==> src/rtl/pp_fwd_pkg.sv <==
package pp_fwd_pkg;

   localparam int BYTE_W = 8;

   localparam logic [2:0] MODE_COMPAT   = 3'b000;
   localparam logic [2:0] MODE_FIFO_STB = 3'b010;
   localparam logic [2:0] MODE_FIFO_HS  = 3'b011;

   typedef struct packed {
      logic              is_cmd;
      logic [BYTE_W-1:0] val;
   } entry_t;

   typedef enum logic [1:0] {
      ST_IDLE,
      ST_SETUP,
      ST_STROBE,
      ST_RELEASE
   } xmit_state_t;

endpackage

==> src/rtl/pp_tag_fifo.sv <==
module pp_tag_fifo #(
   parameter int DEPTH = 16,
   parameter int W     = 9,
   localparam int PTR_W = $clog2(DEPTH),
   localparam int CNT_W = $clog2(DEPTH + 1)
) (
   input  logic             clk,
   input  logic             rst_n,
   input  logic             flush,
   input  logic             push,
   input  logic [W-1:0]     din,
   input  logic             pop,
   output logic [W-1:0]     dout,
   output logic             full,
   output logic             empty,
   output logic [CNT_W-1:0] level
);

   generate
      if (DEPTH < 2 || (DEPTH & (DEPTH - 1)) != 0) begin : g_bad_depth
         $error("pp_tag_fifo: DEPTH must be a power of two and at least 2");
      end
   endgenerate

   logic [W-1:0]     mem [DEPTH];
   logic [PTR_W-1:0] wr_ptr;
   logic [PTR_W-1:0] rd_ptr;
   logic             push_ok;
   logic             pop_ok;

   assign full    = (level == CNT_W'(DEPTH));
   assign empty   = (level == '0);
   assign push_ok = push && !full;
   assign pop_ok  = pop && !empty;
   assign dout    = mem[rd_ptr];

   always_ff @(posedge clk) begin
      if (push_ok && !flush) mem[wr_ptr] <= din;
   end

   always_ff @(posedge clk) begin
      if (!rst_n || flush) begin
         wr_ptr <= '0;
         rd_ptr <= '0;
         level  <= '0;
      end else begin
         if (push_ok) wr_ptr <= wr_ptr + 1'b1;
         if (pop_ok)  rd_ptr <= rd_ptr + 1'b1;
         case ({push_ok, pop_ok})
            2'b10:   level <= level + 1'b1;
            2'b01:   level <= level - 1'b1;
            default: level <= level;
         endcase
      end
   end


   no_overflow_chk: assert property (@(posedge clk) disable iff (!rst_n)
      (full && push && !pop && !flush) |=> full);


   pop_valid_chk: assert property (@(posedge clk) disable iff (!rst_n)
      pop |-> !empty);

endmodule

==> src/rtl/pp_busy_filter.sv <==
module pp_busy_filter #(
   parameter int STABLE = 7
) (
   input  logic clk,
   input  logic rst_n,
   input  logic busy_raw,
   output logic busy_clean
);

   generate
      if (STABLE < 0) begin : g_bad_stable
         $error("pp_busy_filter: STABLE must not be negative");
      end

      if (STABLE == 0) begin : g_bypass
         assign busy_clean = busy_raw;
      end else begin : g_count
         localparam int CW = $clog2(STABLE + 1);
         logic [CW-1:0] run;
         logic          held;

         always_ff @(posedge clk) begin
            if (!rst_n) begin
               held <= 1'b0;
               run  <= '0;
            end else if (busy_raw == held) begin
               run <= '0;
            end else if (run == CW'(STABLE - 1)) begin
               held <= busy_raw;
               run  <= '0;
            end else begin
               run <= run + 1'b1;
            end
         end

         assign busy_clean = held;


         busy_settle_chk: assert property (@(posedge clk) disable iff (!rst_n)
            (busy_clean != $past(busy_clean)) |-> ($past(busy_raw) == busy_clean));
      end
   endgenerate

endmodule

==> src/rtl/pp_fwd_engine.sv <==
module pp_fwd_engine
   import pp_fwd_pkg::*;
#(
   parameter int STB_CYCLES = 4,
   localparam int SW = $clog2(STB_CYCLES + 1)
) (
   input  logic              clk,
   input  logic              rst_n,
   input  logic              abort,
   input  logic [2:0]        mode,
   input  entry_t            head,
   input  logic              head_valid,
   input  logic              busy_f,
   output logic              pop,
   output logic [BYTE_W-1:0] pd,
   output logic              host_ack,
   output logic              n_strobe
);

   generate
      if (STB_CYCLES < 1) begin : g_bad_stb
         $error("pp_fwd_engine: STB_CYCLES must be at least 1");
      end
   endgenerate

   xmit_state_t state;
   logic [SW-1:0] hold_cnt;
   logic          hs_mode;
   logic          stb_mode;
   logic          stb_done;

   assign hs_mode  = (mode == MODE_FIFO_HS);
   assign stb_mode = (mode == MODE_FIFO_STB);
   assign stb_done = (hold_cnt == SW'(STB_CYCLES - 1));
   assign n_strobe = (state != ST_STROBE);

   always_comb begin
      pop = 1'b0;
      if (!abort) begin
         if (state == ST_STROBE && !hs_mode && stb_done) pop = 1'b1;
         if (state == ST_RELEASE && !busy_f)             pop = 1'b1;
      end
   end

   always_ff @(posedge clk) begin
      if (!rst_n) begin
         state    <= ST_IDLE;
         hold_cnt <= '0;
         pd       <= '0;
         host_ack <= 1'b1;
      end else if (abort) begin
         state    <= ST_IDLE;
         hold_cnt <= '0;
         host_ack <= 1'b1;
      end else begin
         case (state)
            ST_IDLE: begin
               hold_cnt <= '0;
               if (head_valid && (hs_mode || stb_mode)) begin
                  pd       <= head.val;
                  host_ack <= hs_mode ? !head.is_cmd : 1'b1;
                  state    <= ST_SETUP;
               end
            end
            ST_SETUP: begin
               if (hs_mode || !busy_f) state <= ST_STROBE;
            end
            ST_STROBE: begin
               if (hs_mode) begin
                  if (busy_f) state <= ST_RELEASE;
               end else if (stb_done) begin
                  state <= ST_IDLE;
               end else begin
                  hold_cnt <= hold_cnt + 1'b1;
               end
            end
            ST_RELEASE: begin
               if (!busy_f) state <= ST_IDLE;
            end
            default: state <= ST_IDLE;
         endcase
      end
   end


   strobe_hold_chk: assert property (@(posedge clk) disable iff (!rst_n)
      (!n_strobe && $past(!n_strobe)) |-> $stable(pd));


   hs_release_chk: assert property (@(posedge clk) disable iff (!rst_n)
      (hs_mode && $rose(n_strobe) && !$past(abort)) |-> $past(busy_f));

endmodule

==> src/rtl/pp_fwd_xmit.sv <==
module pp_fwd_xmit
   import pp_fwd_pkg::*;
#(
   parameter int DEPTH       = 16,
   parameter int BUSY_STABLE = 7,
   parameter int STB_CYCLES  = 4,
   localparam int CNT_W = $clog2(DEPTH + 1)
) (
   input  logic              clk,
   input  logic              rst_n,
   input  logic              mode_wr,
   input  logic [2:0]        mode_in,
   input  logic              dat_wr,
   input  logic              cmd_wr,
   input  logic              dma_wr,
   input  logic [BYTE_W-1:0] wr_byte,
   input  logic              dma_en,
   input  logic [CNT_W-1:0]  dma_thresh,
   input  logic              busy_in,
   output logic [BYTE_W-1:0] pd,
   output logic              n_strobe,
   output logic              host_ack,
   output logic              fifo_full,
   output logic              fifo_empty,
   output logic              dma_req,
   output logic [2:0]        mode_out
);

   logic [2:0]       mode_q;
   logic             fifo_mode;
   logic             cmd_ok;
   logic             push;
   entry_t           wr_entry;
   entry_t           head;
   logic             pop;
   logic             busy_f;
   logic [CNT_W-1:0] level;
   logic             drq_q;

   assign mode_out  = mode_q;
   assign fifo_mode = (mode_q == MODE_FIFO_HS) || (mode_q == MODE_FIFO_STB);
   assign cmd_ok    = cmd_wr && (mode_q == MODE_FIFO_HS);
   assign push      = fifo_mode && !mode_wr && (cmd_ok || dat_wr || dma_wr);
   assign wr_entry  = '{is_cmd: cmd_ok, val: wr_byte};
   assign dma_req   = drq_q;

   always_ff @(posedge clk) begin
      if (!rst_n)       mode_q <= MODE_COMPAT;
      else if (mode_wr) mode_q <= mode_in;
   end

   always_ff @(posedge clk) begin
      if (!rst_n || !dma_en || !fifo_mode || mode_wr)
         drq_q <= 1'b0;
      else if (fifo_full)
         drq_q <= 1'b0;
      else if ({1'b0, level} + {1'b0, dma_thresh} <= (CNT_W + 1)'(DEPTH))
         drq_q <= 1'b1;
   end

   pp_tag_fifo #(
      .DEPTH (DEPTH),
      .W     ($bits(entry_t))
   ) u_fifo (
      .clk   (clk),
      .rst_n (rst_n),
      .flush (mode_wr),
      .push  (push),
      .din   (wr_entry),
      .pop   (pop),
      .dout  (head),
      .full  (fifo_full),
      .empty (fifo_empty),
      .level (level)
   );

   pp_busy_filter #(
      .STABLE (BUSY_STABLE)
   ) u_busy (
      .clk        (clk),
      .rst_n      (rst_n),
      .busy_raw   (busy_in),
      .busy_clean (busy_f)
   );

   pp_fwd_engine #(
      .STB_CYCLES (STB_CYCLES)
   ) u_engine (
      .clk        (clk),
      .rst_n      (rst_n),
      .abort      (mode_wr),
      .mode       (mode_q),
      .head       (head),
      .head_valid (!fifo_empty),
      .busy_f     (busy_f),
      .pop        (pop),
      .pd         (pd),
      .host_ack   (host_ack),
      .n_strobe   (n_strobe)
   );


   drq_full_chk: assert property (@(posedge clk) disable iff (!rst_n)
      fifo_full |=> !dma_req);


   flush_chk: assert property (@(posedge clk) disable iff (!rst_n)
      mode_wr |=> (fifo_empty && n_strobe));

endmodule

==> config.mk <==
export PLATFORM = sky130hd
export DESIGN_NAME = pp_fwd_xmit
export DESIGN_NICKNAME = d
export VERILOG_FILES = /design/src/rtl/pp_fwd_pkg.sv /design/src/rtl/pp_tag_fifo.sv /design/src/rtl/pp_busy_filter.sv /design/src/rtl/pp_fwd_engine.sv /design/src/rtl/pp_fwd_xmit.sv
export SDC_FILE = /design/constraint.sdc
export NUM_CORES = 1
export LEC_CHECK = 0
export BUFFER_PORTS_ARGS = -buffer_cell sky130_fd_sc_hd__clkbuf_2
export CAP_MARGIN = 20
export CORE_MARGIN = 1.5
export CORE_UTILIZATION = 55
export DETAILED_ROUTE_END_ITERATION = 16
export GPL_TIMING_DRIVEN = 0
export PLACE_DENSITY_LB_ADDON = 0.08
export SYNTH_ARGS = -nofsm -noshare
export SYNTH_HDL_FRONTEND = slang
export SYNTH_SLANG_ARGS = --single-unit
==> constraint.sdc <==
create_clock -name clk -period 3 [get_ports clk]
set_input_delay 0.15 -clock clk [delete_from_list [all_inputs] [get_ports clk]]
set_output_delay 0.15 -clock clk [all_outputs]
set_load 0.005 [all_outputs]
=== Yosys cells after proc, flatten, opt, wreduce, memory -nomap -nowiden ===
Memories as Yosys holds them, arrays and structs flattened. A register that Yosys moved wholly into a read port is not among the register bits.
Cells that the tools add are included.
Widths: inputs -> output; s select.

* Memories kept: 1
* Logic and storage cells: 100
* RAM bits: 144
* Bits in registers: 35
* Output and inout bits: 16

* $lt $le $gt $ge: 1
* Muxes and demuxes: 19
* $add $sub $neg: 7
* Equal/unequal tests: 19
* Bitwise gates (word level): 3
* Reduce and logical (&&, ||, !) cells: 39

{| class="wikitable"
|+ Memories
! name !! depth !! width !! rd ports !! clocked after memory_dff !! write ports !! RTL line !! text
|-
| u_fifo.mem || 16 || 9 || 1 || 1 || 1 || pp_tag_fifo.sv:25 || <nowiki>logic [W-1:0] mem [DEPTH];</nowiki>
|}

{| class="wikitable"
|+ Operators with widths
! kind !! number
|-
| $mux 2 || 6
|-
| $logic_and 1x1->1 || 10
|-
| $pmux 5 s2 || 1
|-
| $eq 3x2->1 const B || 3
|-
| $logic_not 1->1 || 9
|-
| $add 4x1->4 const B || 2
|-
| $logic_or 1x1->1 || 8
|-
| $mux 4 || 2
|-
| $ne 2x2->1 const B || 4
|-
| $pmux 2 s4 || 1
|-
| $add 3x1->3 const B || 2
|-
| $add 5x5->6 || 1
|-
| $eq 2x2->1 const B || 3
|-
| $le 6x5->1 const B || 1
|-
| $mux 1 || 6
|-
| $mux 3 || 2
|-
| $pmux 3 s2 || 1
|-
| $reduce_and 3->1 || 2
|-
| $add 5x1->5 const B || 1
|-
| $eq 5x5->1 const B || 1
|-
| $logic_not 5->1 || 1
|-
| $reduce_and 5->1 || 1
|-
| $sub 5x1->5 const B || 1
|-
| $eq 2x1->1 const B || 2
|-
| other kinds (11) || 17
|}

=== Depth between registers and ports, before layout ===
Gate-level depths: netlist (run 1).

* Word-level depth: 10
* Depth in mapped cells: 12
* Mapped depth without buffers: 12

=== Modules after synthesis ===
From an unflattened synthesis (run 1), not the netlist that was laid out.

* Cell total of the unflattened synthesis: 478
* Area total of the unflattened synthesis: 7621.1 sq um

{| class="wikitable"
|+ By module, submodules not included
! module !! area each (sq um) !! seq. area each (sq um) !! cells each !! times used
|-
| pp_tag_fifo || 6381.1 || 4664.5 || 346 || 1
|-
| pp_fwd_engine || 695.7 || 280.3 || 77 || 1
|-
| pp_fwd_xmit || 357.8 || 80.1 || 38 || 1
|-
| pp_busy_filter || 186.4 || 80.1 || 17 || 1
|}

=== Worst setup path before layout (run 1) ===
Ideal clock, no wire load.

* Path type: reg2reg
* Start: register u_fifo.level[1]
* End: register u_fifo.level[4]
* Setup slack: -17 ps
* Clock period less this slack: 3017 ps
* Arrival: 2894 ps
* Stages on the path, launching flop included: 13
* Library setup time: 123 ps
* Path through: dfxtp_1 -> buf_2 -> or4_1 -> o21ai_2 -> nor2_1 -> ha_1 -> xor2_1 -> ha_1 -> a21o_1 -> a22oi_1 -> a311oi_2 -> a41oi_1 -> mux2_1

* Word-level cells in the longest chain between the ends: 5
* Elaborated cells on any way between the ends: 12
* Classes of those cells: 2 x add/sub; 3 x eq/ne; 1 x mux; 6 x reduce/logical

{| class="wikitable"
|+ RTL lines
! element !! RTL line !! text
|-
| start: declaration || pp_tag_fifo.sv:16 || <nowiki>output logic [CNT_W-1:0] level</nowiki>
|-
| start signal: assignment || pp_tag_fifo.sv:50 || <nowiki>2'b10: level <= level + 1'b1;</nowiki>
|-
| start signal: assignment || pp_tag_fifo.sv:51 || <nowiki>2'b01: level <= level - 1'b1;</nowiki>
|-
| start signal: assignment || pp_tag_fifo.sv:52 || <nowiki>default: level <= level;</nowiki>
|-
| $eq 5x5->1 or $logic_not 5->1 (tied branches) || pp_tag_fifo.sv:31, pp_tag_fifo.sv:32 ||
|-
| $logic_not 1->1 (on tied branches) || pp_tag_fifo.sv:33, pp_tag_fifo.sv:34 ||
|-
| $logic_and 1x1->1 (on tied branches) || pp_tag_fifo.sv:33, pp_tag_fifo.sv:34 ||
|-
| $eq 2x1->1 or $eq 2x2->1 (tied branches) || pp_tag_fifo.sv:49 || <nowiki>case ({push_ok, pop_ok})</nowiki>
|-
| $pmux 5 s2 or $reduce_bool 2->1 (tied branches) || - ||
|}

Several ways; a longest one is shown, not always the timed one.
A chain may end at the register's enable or synchronous reset.

=== Worst setup path after layout (run 1) ===
* Start: register u_fifo.level[2]
* End: register u_fifo.level[4]

Same word-level chain as after synthesis.

==> run metrics, run 1 <==
CP endpoint kind=register; synthesized area per cell=16.7 um^2; outcome=finished, final reports clean; CTS Buf Count=17; switching portion of total power=20.9%; height of the die=121 um; core area=0.0134 mm^2; vias per inst=6.03; Initial Util=56.8%; data required time of the worst path=3.34 ns; Comb power frac=2.2%; Mapped Area=0.00761 mm^2; Crit Path Max Fanout=10; drt drc=0; top_reg_cell synth=edfxtp_1; Die Area=0.0146 mm^2; Final #Nets=574; Post-DRT Antenna Nets=0; Arr. time, crit path=3.26 ns; # diodes=0; final instance area=0.00887 mm^2; first-pass GRT wire length=24700 um; CTS H-tree depth=4; Peak VDD IR=0.553 mV; post-DP HPWL=10800 um; list of most frequent post-synthesis cells=edfxtp_1, mux4_2, dfxtp_1; later-pin clock latency in the skew report=0.45 ns; total wire length=16400 um; Die X=121 um; Min Clock Period, post-route=2.93 ns; max cap viols=0; Final Hold Slack=0.0499 ns; drt pass-1 iters=5; unrepaired setup endpoints after global routing=no; post-place instance area=0.00815 mm^2; Psw=0.00104 W; Routed WL per cell=22.7 um; Reg power frac=55.2%; maximum clock path buffer count=2; vias in the first global route=4397; Synthesized Nets=496; fill cell count=926; placer congestion estimate=0.798; Clk network pwr share=42.6%; Synth async-reset ratio=0%; Max Fclk=342 MHz; # setup viols final=0; Seq cells post-synth=183; Worst Clk Skew=0.0363 ns; Total GRT Usage=24.2%; top-level I/O count=40; Power Internal=0.00392 W; clk sink count=183; clock-pin slew on the worst setup and hold paths=0.07 ns; GRT overflow=0; largest net degree at the start of global routing=17; Crit Path Category=register to register; Pins Over Slew Limit=0; leakage power=2.99 nW; final core utilization=66.2%; IO buf count=38; area grow syn2layout=16.5%; worst setup margin=0.0749 ns; top-count cell post-synth=edfxtp_1; initial antenna violation count=0; Rows=42; Pwr Total=0.00496 W; Area contributors post-synth=edfxtp_1, mux4_2, dfxtp_1; crit share post-route=97.5%; YS warnings=0; CP startpoint kind=register; Setup WS pre-CTS=-0.374 ns; Worst Hold Class=input port to register; Rel. slew slack=23.7%; area leader, netlist=edfxtp_1; CTS root buf=clkbuf_16; Pwr Density=559 mW/mm^2; cells after synthesis=455; Least-Margin Pin Slew=1.14 ns; total number of vias=4345; post-synth top area share=56.8%; post-synthesis sequential area ratio=67.1%; Post-synth EDFFs=144; Fin. Hold Viols=0; layout cells sized above 1=28.8%; Initial DRC Count=460; Cell variety after synth=54; CTS tree=built
## logic make-up after synthesis
group	share of synthesized area [%]
simple gates	6.72
compound gates	5.36
buf+inv	2.20
fa+ha+maj	2.89
xor+xnor	1.27
mux	14.5
flops	67.1
## critical path, stage by stage, from the launching register on
cell and delay (ns):
dfxtp_2 0.33, buf_6 0.13, or4_4 0.54, o21ai_4 0.18, nor2_4 0.08, ha_4 0.18, xor2_1 0.14, ha_2 0.19
a21o_1 0.19, a22oi_2 0.21, a311oi_2 0.08, a41oi_2 0.24, mux2_4 0.32
## layout by cell type (no fill, tap or decap), drive strengths merged, types with 5 or more instances in the layout
master / netlist / layout
edfxtp: 144 / 144
clkbuf: 11 / 67
mux4: 44 / 44
dfxtp: 39 / 39
nor2: 35 / 35
buf: 11 / 28
inv: 14 / 20
ha: 16 / 16
nand2: 14 / 14
a21oi: 10 / 10
nand2b: 9 / 9
mux2i: 9 / 9
nor3: 9 / 9
nor2b: 8 / 8
a32o: 8 / 8
o21ai: 8 / 8
xor2: 6 / 6
nand3: 6 / 6
xnor2: 5 / 5
## through the flow
stage | setup TNS [ns] | cells
final | 0 | 721
after global routing | 0 | 721
after CTS | 0 | 717
after detailed placement | -0.374 | 679
after global placement | -12.51 | 669
after floorplan | 0 | 455
## state kept, by name, summed over array words and instances (netlist names), 2 cells and up, named ones only
signal / cells
mode_out: 3
u_fifo.mem: 144
u_engine.pd: 8
u_fifo.rd_ptr: 4
u_fifo.wr_ptr: 4
u_engine.state: 2
u_fifo.level: 5
u_busy.g_count.run: 3
u_engine.hold_cnt: 3
## metal layers
layer	share of wire [%]	global-route usage, %	wire [um]	up-vias
met3	6.3	5.09	1030	30
met4	3.0	11.6	488	0
met1	40	30.0	6570	2203
met2	51	41.0	8280	166
li1	-	-	-	1946
met5	0	0	0	-
## power groups by stage
| stage | clock network (W) | registers [W] | logic, W |
|---|---|---|---|
| floorplan | 0 | 0.00279 | 0.0000446 |
| detailed placement | 0 | 0.00280 | 0.000102 |
| finish | 0.00211 | 0.00274 | 0.000107 |
| global placement | 0 | 0.00279 | 0.0000969 |
| CTS | 0.00214 | 0.00274 | 0.000108 |
| global route | 0.00224 | 0.00274 | 0.000119 |
## repair_timing
item / in CTS / in global routing
resized for setup: 11 / 8
setup endpoints to repair: 1 / 1
setup buffers: 3 / 3
hold buffers: 4 / 0
pin swaps: 4 / 4
gates cloned: 0 / 0
endpoints found under the hold margin: 4 / 0
## final timing paths
check	depth (start not counted)	start	slack, ns	endpoint
max	12	u_fifo.level[2]	0.07	u_fifo.level[4]
min	2	rst_n	0.05	u_busy.busy_clean
max reg2reg	12	u_fifo.level[2]	0.07	u_fifo.level[4]
min reg2reg	1	u_busy.g_count.run[0]	0.44	u_busy.g_count.run[0]
## cell type report
| cell class | instances | area, um^2 | share of cell area (%) |
|---|---|---|---|
| Sequential cell | 183 | 5110 | 57.6 |
| Multi-Input combinational cell | 236 | 2420 | 27.3 |
| Buffer | 22 | 128 | 1.44 |
| Clock buffer | 18 | 429 | 4.84 |
| Timing Repair Buffer | 59 | 388 | 4.37 |
| Inverter | 14 | 52.6 | 0.592 |
| Clock inverter | 13 | 120 | 1.35 |
| Tap cell | 176 | 220 | 2.48 |
Note: power is estimated with default switching activity, not from simulation.
==> run 2: changes to the inputs <==
--- a/config.mk
+++ b/config.mk
@@ -7,7 +7,8 @@
 export LEC_CHECK = 0
 export BUFFER_PORTS_ARGS = -buffer_cell sky130_fd_sc_hd__clkbuf_2
 export CAP_MARGIN = 20
-export CORE_MARGIN = 1.5
+export CORE_ASPECT_RATIO = 0.9
+export CORE_MARGIN = 1
 export CORE_UTILIZATION = 55
 export DETAILED_ROUTE_END_ITERATION = 16
 export GPL_TIMING_DRIVEN = 0
==> run metrics, run 2 (same netlist as run 1, synthesis figures left out) <==
outcome=finished, final reports clean (unchanged); later-pin clock latency in the skew report=0.43 ns (was 0.45 ns); area grow syn2layout=15.3% (was 16.5%); post-place instance area=0.00804 mm^2 (was 0.00815 mm^2); Arr. time, crit path=3.22 ns (was 3.26 ns); # setup viols final=0 (unchanged); height of the die=114 um (was 121 um); max cap viols=0 (unchanged); Post-DRT Antenna Nets=0 (unchanged); Die X=126 um (was 121 um); most common cell after layout, fill and taps aside=edfxtp_1 (unchanged); worst setup margin=0.0989 ns (was 0.0749 ns); max reg flops=144 (unchanged); beginning of the worst hold path=busy_in (was rst_n); Pwr Density=589 mW/mm^2 (was 559 mW/mm^2); CP startpoint kind=register (unchanged); hold path cells=3 (was 2); RR Endpoint=u_fifo.level[4] (unchanged); Most flops, register=u_fifo.mem (unchanged); total number of vias=4200 (was 4345); Peak VDD IR=0.539 mV (was 0.553 mV); unrepaired setup endpoints after global routing=no (unchanged); Fin. Hold Viols=0 (unchanged); layout cells sized above 1=27.1% (was 28.8%); R2R cell count=12 (unchanged); data required time of the worst path=3.32 ns (was 3.34 ns); Die Area=0.0143 mm^2 (was 0.0146 mm^2); Worst Hold Class=input port to register (unchanged); maximum clock path buffer count=2 (unchanged); placer congestion estimate=0.778 (was 0.798); hold endpoint=u_busy.busy_clean (unchanged); Setup WS pre-CTS=-0.315 ns (was -0.374 ns); top-level I/O count=40 (unchanged); leakage power=2.94 nW (was 2.99 nW); Reg-to-Reg Start=u_fifo.level[2] (unchanged); reg2reg setup slack=0.1 ns (was 0.07 ns); GRT overflow=0 (unchanged); # diodes=0 (unchanged); drt drc=0 (unchanged); Crit Path Category=register to register (unchanged); drt pass-1 iters=5 (unchanged); crit share post-route=96.7% (was 97.5%); Worst Clk Skew=0.00688 ns (was 0.0363 ns); Least-Margin Pin Slew=1.04 ns (was 1.14 ns); Routed WL per cell=22.5 um (was 22.7 um); final instance area=0.00878 mm^2 (was 0.00887 mm^2); Final Hold Slack=0.0173 ns (was 0.0499 ns); post-DP HPWL=10400 um (was 10800 um); total wire length=15700 um (was 16400 um); Initial Util=56.8% (about the same); Rel. slew slack=30.3% (was 23.7%); biggest regs=u_fifo.mem: 144 flops, u_engine.pd: 8 flops, u_fifo.level: 5 flops (unchanged); CTS tree=built (unchanged); IO buf count=38 (unchanged); clock-pin slew on the worst setup and hold paths=0.06 ns (was 0.07 ns); Crit Path Max Fanout=10 (unchanged); Rows=40 (was 42); Max Fclk=345 MHz (was 342 MHz); most frequent cells in the layout=edfxtp_1, mux4_2, clkbuf_2, dfxtp_1, nor2_1 (unchanged); clk sink count=183 (unchanged); CP endpoint kind=register (unchanged); Placed Cells=661 (was 679); initial antenna violation count=0 (unchanged); Total GRT Usage=24.1% (was 24.2%); final std cells w/o fill=699 (was 721); largest net degree at the start of global routing=17 (unchanged); final core utilization=65.4% (was 66.2%); vias in the first global route=4256 (was 4397); first-pass GRT wire length=24600 um (was 24700 um); Initial DRC Count=350 (was 460); CTS Buf Count=17 (unchanged); Min Clock Period, post-route=2.90 ns (was 2.93 ns); vias per inst=6.01 (was 6.03); CTS root buf=clkbuf_16 (unchanged); CTS H-tree depth=4 (unchanged); Pins Over Slew Limit=0 (unchanged); core area=0.0134 mm^2 (about the same); Final #Nets=559 (was 574)
## run 2: cell count changes in the layout (fill, tap and decap cells not counted), sizes merged
| cell | previous run | this run |
|---|---|---|
| buf | 28 | 16 |
| inv | 20 | 14 |
| bufinv | 1 | 4 |
| clkbuf | 67 | 69 |
| dlygate4sd3 | 4 | 3 |
## run 2: through the flow
| stage | TNS (ns) | power [W] |
|---|---|---|
| after floorplan | 0 | 0.00284 |
| after global placement | -5.64 | 0.00289 |
| after detailed placement | -0.315 | 0.00290 |
| after CTS | 0 | 0.00520 |
| after global routing | 0 | 0.00531 |
| final | 0 | 0.00517 |
## run 2: worst max-delay path by stage
stage                    start  slack, ns  depth (start not counted)              end
2_1_floorplan  u_fifo.level[1]       0.04                         12  u_fifo.level[4]
3_3_place_gp   u_fifo.level[1]      -0.24                         12  u_fifo.level[4]
3_5_place_dp   u_fifo.level[0]      -0.32                         11  u_fifo.level[4]
4_1_cts        u_fifo.level[1]       0.02                         12  u_fifo.level[4]
5_1_grt        u_fifo.level[2]    0.00005                         12  u_fifo.level[4]
6_report       u_fifo.level[2]        0.1                         12  u_fifo.level[4]
## run 2: cell type report
| cell class | count | area, um^2 |
|---|---|---|
| sequential | 183 | 5110 |
| fill | 949 | 4630 |
| multi-input combinational | 236 | 2420 |
| clock buffer | 22 | 464 |
| timing repair buffer | 47 | 265 |
| tap | 168 | 210 |
| clock inverter | 10 | 153 |
| buffer | 19 | 109 |
| inverter | 14 | 52.6 |
## run 2: repair_timing
action	in CTS	in global routing
endpoints found under the hold margin	3	0
pin swaps	3	4
hold buffers	3	0
gates resized for setup	11	6
buffers inserted	4	2
cloned	0	0
setup endpoints to repair	1	1
## run 2: critical path: stages (launching register included)
cell,delay [ns]
dfxtp_2,0.33
buf_6,0.13
or4_4,0.55
o21ai_4,0.18
nor2_4,0.07
ha_4,0.17
xor2_1,0.14
ha_2,0.21
a21o_1,0.19
a22oi_2,0.19
a311oi_2,0.08
a41oi_2,0.23
mux2_4,0.32
## run 2: metal layers
| metal | track usage (%) | up-vias | wire [um] |
|---|---|---|---|
| li1 | - | 1919 | - |
| met4 | 7.87 | 0 | 137 |
| met3 | 5.16 | 11 | 737 |
| met2 | 37.1 | 109 | 7500 |
| met5 | 0 | - | 0 |
| met1 | 34.7 | 2161 | 7360 |
## run 2: report_power, final
group	total (W)	internal (W)	switching, W
Combinational	0.000108	0.0000374	0.0000710
Sequential	0.00274	0.00273	0.00000662
Clock	0.00232	0.00143	0.000890
Total	0.00517	0.00420	0.000968
==> run 3: changes to the inputs <==
--- a/config.mk
+++ b/config.mk
@@ -5,11 +5,11 @@
 export SDC_FILE = /design/constraint.sdc
 export NUM_CORES = 1
 export LEC_CHECK = 0
-export BUFFER_PORTS_ARGS = -buffer_cell sky130_fd_sc_hd__clkbuf_2
+export BUFFER_PORTS_ARGS = -buffer_cell sky130_fd_sc_hd__buf_2
 export CAP_MARGIN = 20
 export CORE_ASPECT_RATIO = 0.9
 export CORE_MARGIN = 1
-export CORE_UTILIZATION = 55
+export CORE_UTILIZATION = 45
 export DETAILED_ROUTE_END_ITERATION = 16
 export GPL_TIMING_DRIVEN = 0
 export PLACE_DENSITY_LB_ADDON = 0.08
==> run metrics, run 3 (same netlist as run 1, synthesis figures left out) <==
Rel. slew slack=34.0% (was 30.3%); max reg flops=144 (unchanged); Pwr Density=572 mW/mm^2 (was 589 mW/mm^2); GRT overflow=0 (unchanged); reg2reg setup slack=0.09 ns (was 0.1 ns); core area=0.0164 mm^2 (was 0.0134 mm^2); first-pass GRT wire length=25100 um (was 24600 um); clk sink count=183 (unchanged); worst setup margin=0.0860 ns (was 0.0989 ns); top-level I/O count=40 (unchanged); RR Endpoint=u_fifo.level[4] (unchanged); Pins Over Slew Limit=0 (unchanged); Min Clock Period, post-route=2.91 ns (was 2.90 ns); outcome=finished, violations left (was finished, final reports clean); initial antenna violation count=0 (unchanged); CP endpoint kind=register (unchanged); Peak VDD IR=0.421 mV (was 0.539 mV); Psw=0.00104 W (was 0.000968 W); crit share post-route=97.1% (was 96.7%); drt drc=1 (was 0); placer congestion estimate=0.735 (was 0.778); post-DP HPWL=10700 um (was 10400 um); Routed WL per cell=21.6 um (was 22.5 um); Max Fclk=343 MHz (was 345 MHz); biggest regs=u_fifo.mem: 144 flops, u_engine.pd: 8 flops, u_fifo.level: 5 flops (unchanged); data required time of the worst path=3.32 ns (about the same); height of the die=125 um (was 114 um); post-place instance area=0.00813 mm^2 (was 0.00804 mm^2); Die Area=0.0174 mm^2 (was 0.0143 mm^2); largest net degree at the start of global routing=17 (unchanged); total number of vias=4172 (was 4200); final instance area=0.00883 mm^2 (was 0.00878 mm^2); beginning of the worst hold path=rst_n (was busy_in); vias per inst=5.62 (was 6.01); Power Internal=0.00400 W (was 0.00420 W); Setup WS pre-CTS=-0.321 ns (was -0.315 ns); failing checks=design-rule violations; final core utilization=54.0% (was 65.4%); maximum clock path buffer count=2 (unchanged); Post-DRT Antenna Nets=0 (unchanged); layout cells sized above 1=28.2% (was 27.1%); later-pin clock latency in the skew report=0.43 ns (about the same); clock-pin slew on the worst setup and hold paths=0.07 ns (was 0.06 ns); CTS tree=built (unchanged); Die X=139 um (was 126 um); CTS Buf Count=17 (unchanged); Arr. time, crit path=3.23 ns (was 3.22 ns); # diodes=0 (unchanged); Worst Hold Class=input port to register (unchanged); CTS root buf=clkbuf_16 (unchanged); IO buf count=38 (unchanged); leakage power=2.94 nW (about the same); switching portion of total power=20.7% (was 18.7%); hold path cells=2 (was 3); Total GRT Usage=20.1% (was 24.1%); Fin. Hold Viols=0 (unchanged); drt pass-1 iters=10 (was 5); Most flops, register=u_fifo.mem (unchanged); most common cell after layout, fill and taps aside=edfxtp_1 (unchanged); Initial Util=46.6% (was 56.8%); CP startpoint kind=register (unchanged); Final #Nets=563 (was 559); Comb power frac=2.2% (was 2.1%); area grow syn2layout=16.0% (was 15.3%); CTS H-tree depth=4 (unchanged); most frequent cells in the layout=edfxtp_1, mux4_2, buf_2, dfxtp_1, nor2_1 (was edfxtp_1, mux4_2, clkbuf_2, dfxtp_1, nor2_1); Reg-to-Reg Start=u_fifo.level[1] (was u_fifo.level[2]); max cap viols=0 (unchanged); Least-Margin Pin Slew=0.987 ns (was 1.04 ns); Reg power frac=54.2% (was 53.0%); # setup viols final=0 (unchanged); total wire length=16100 um (was 15700 um); vias in the first global route=4191 (was 4256); Crit Path Category=register to register (unchanged); Worst Clk Skew=0.00881 ns (was 0.00688 ns); Rows=44 (was 40); Initial DRC Count=354 (was 350); hold endpoint=mode_out[0] (was u_busy.busy_clean); fill cell count=1325 (was 949); R2R cell count=12 (unchanged); Clk network pwr share=43.5% (was 44.9%); Crit Path Max Fanout=10 (unchanged)
[run 3: cell count changes in the layout (fill, tap and decap cells not counted), sizes merged]
cell         delta
clkinv          +1
clkinvlp        +2
buf            +41
dlygate4sd3     +1
clkbuf         -42
inv             +3
bufinv          -2
[run 3: worst max-delay path, stage by stage (launching register included)]
cell and delay, ns:
dfxtp_2 0.34, buf_4 0.17, or4_4 0.52, o21ai_4 0.19, nor2_4 0.07, ha_2 0.21, xor2_1 0.14, ha_2 0.20
a21o_1 0.19, a22oi_2 0.17, a311oi_2 0.08, a41oi_2 0.22, mux2_4 0.31
[run 3: how the worst max path moves through the flow]
stage	startpoint	to	slack, ns	cells past startpoint
global route	u_fifo.level[1]	u_fifo.level[4]	-0.02	12
global placement	u_fifo.level[0]	u_fifo.mem[2][7]	-0.56	4
floorplan	u_fifo.level[1]	u_fifo.level[4]	0.04	12
finish	u_fifo.level[1]	u_fifo.level[4]	0.09	12
detailed placement	u_fifo.level[0]	u_fifo.level[4]	-0.32	11
CTS	u_fifo.level[1]	u_fifo.level[4]	0.01	12
[run 3: timing repair]
item                                    4_1_cts  5_1_grt
hold buffers                                  4        0
endpoints found under the setup margin       10        1
pin swaps                                     3        4
hold endpoints to repair                      4        0
cloned                                        0        0
setup buffers                                 3        2
resized for setup                             8        6
[run 3: layout make-up]
cell class	count	area [um^2]	area share (%)
inverters	14	52.6	0.595
clock inverters	14	149	1.69
clock buffers	18	429	4.86
flip-flops and latches	183	5110	57.9
well taps	207	259	2.93
plain buffers	19	105	1.19
multi-input cells	236	2420	27.4
repair buffers	51	309	3.50
[run 3: power groups by stage]
stage | clock [W] | combinational [W] | sequential (W)
2_1_floorplan | 0 | 0.0000446 | 0.00279
3_3_place_gp | 0 | 0.000101 | 0.00279
3_5_place_dp | 0 | 0.000107 | 0.00279
4_1_cts | 0.00223 | 0.000113 | 0.00274
5_1_grt | 0.00234 | 0.000124 | 0.00274
6_report | 0.00220 | 0.000112 | 0.00274
[run 3: through the flow]
step | hold slack [ns] | std cells | setup TNS [ns] | power (W)
5_1_grt | 0.0548 | 742 | -0.0168 | 0.00520
2_1_floorplan | 0.249 | 455 | 0 | 0.00284
3_3_place_gp | 0.406 | 700 | -18.45 | 0.00290
6_report | 0.0473 | 742 | 0 | 0.00505
3_5_place_dp | 0.415 | 704 | -0.321 | 0.00290
4_1_cts | 0.0319 | 743 | 0 | 0.00509
[run 3: metal layers]
layer | global-route usage, % | wire length [um] | part of all wire [%]
met1 | 30.0 | 8020 | 50
met2 | 29.1 | 7010 | 44
met3 | 4.33 | 806 | 5.0
met4 | 6.99 | 223 | 1.4
met5 | 0 | 0 | 0
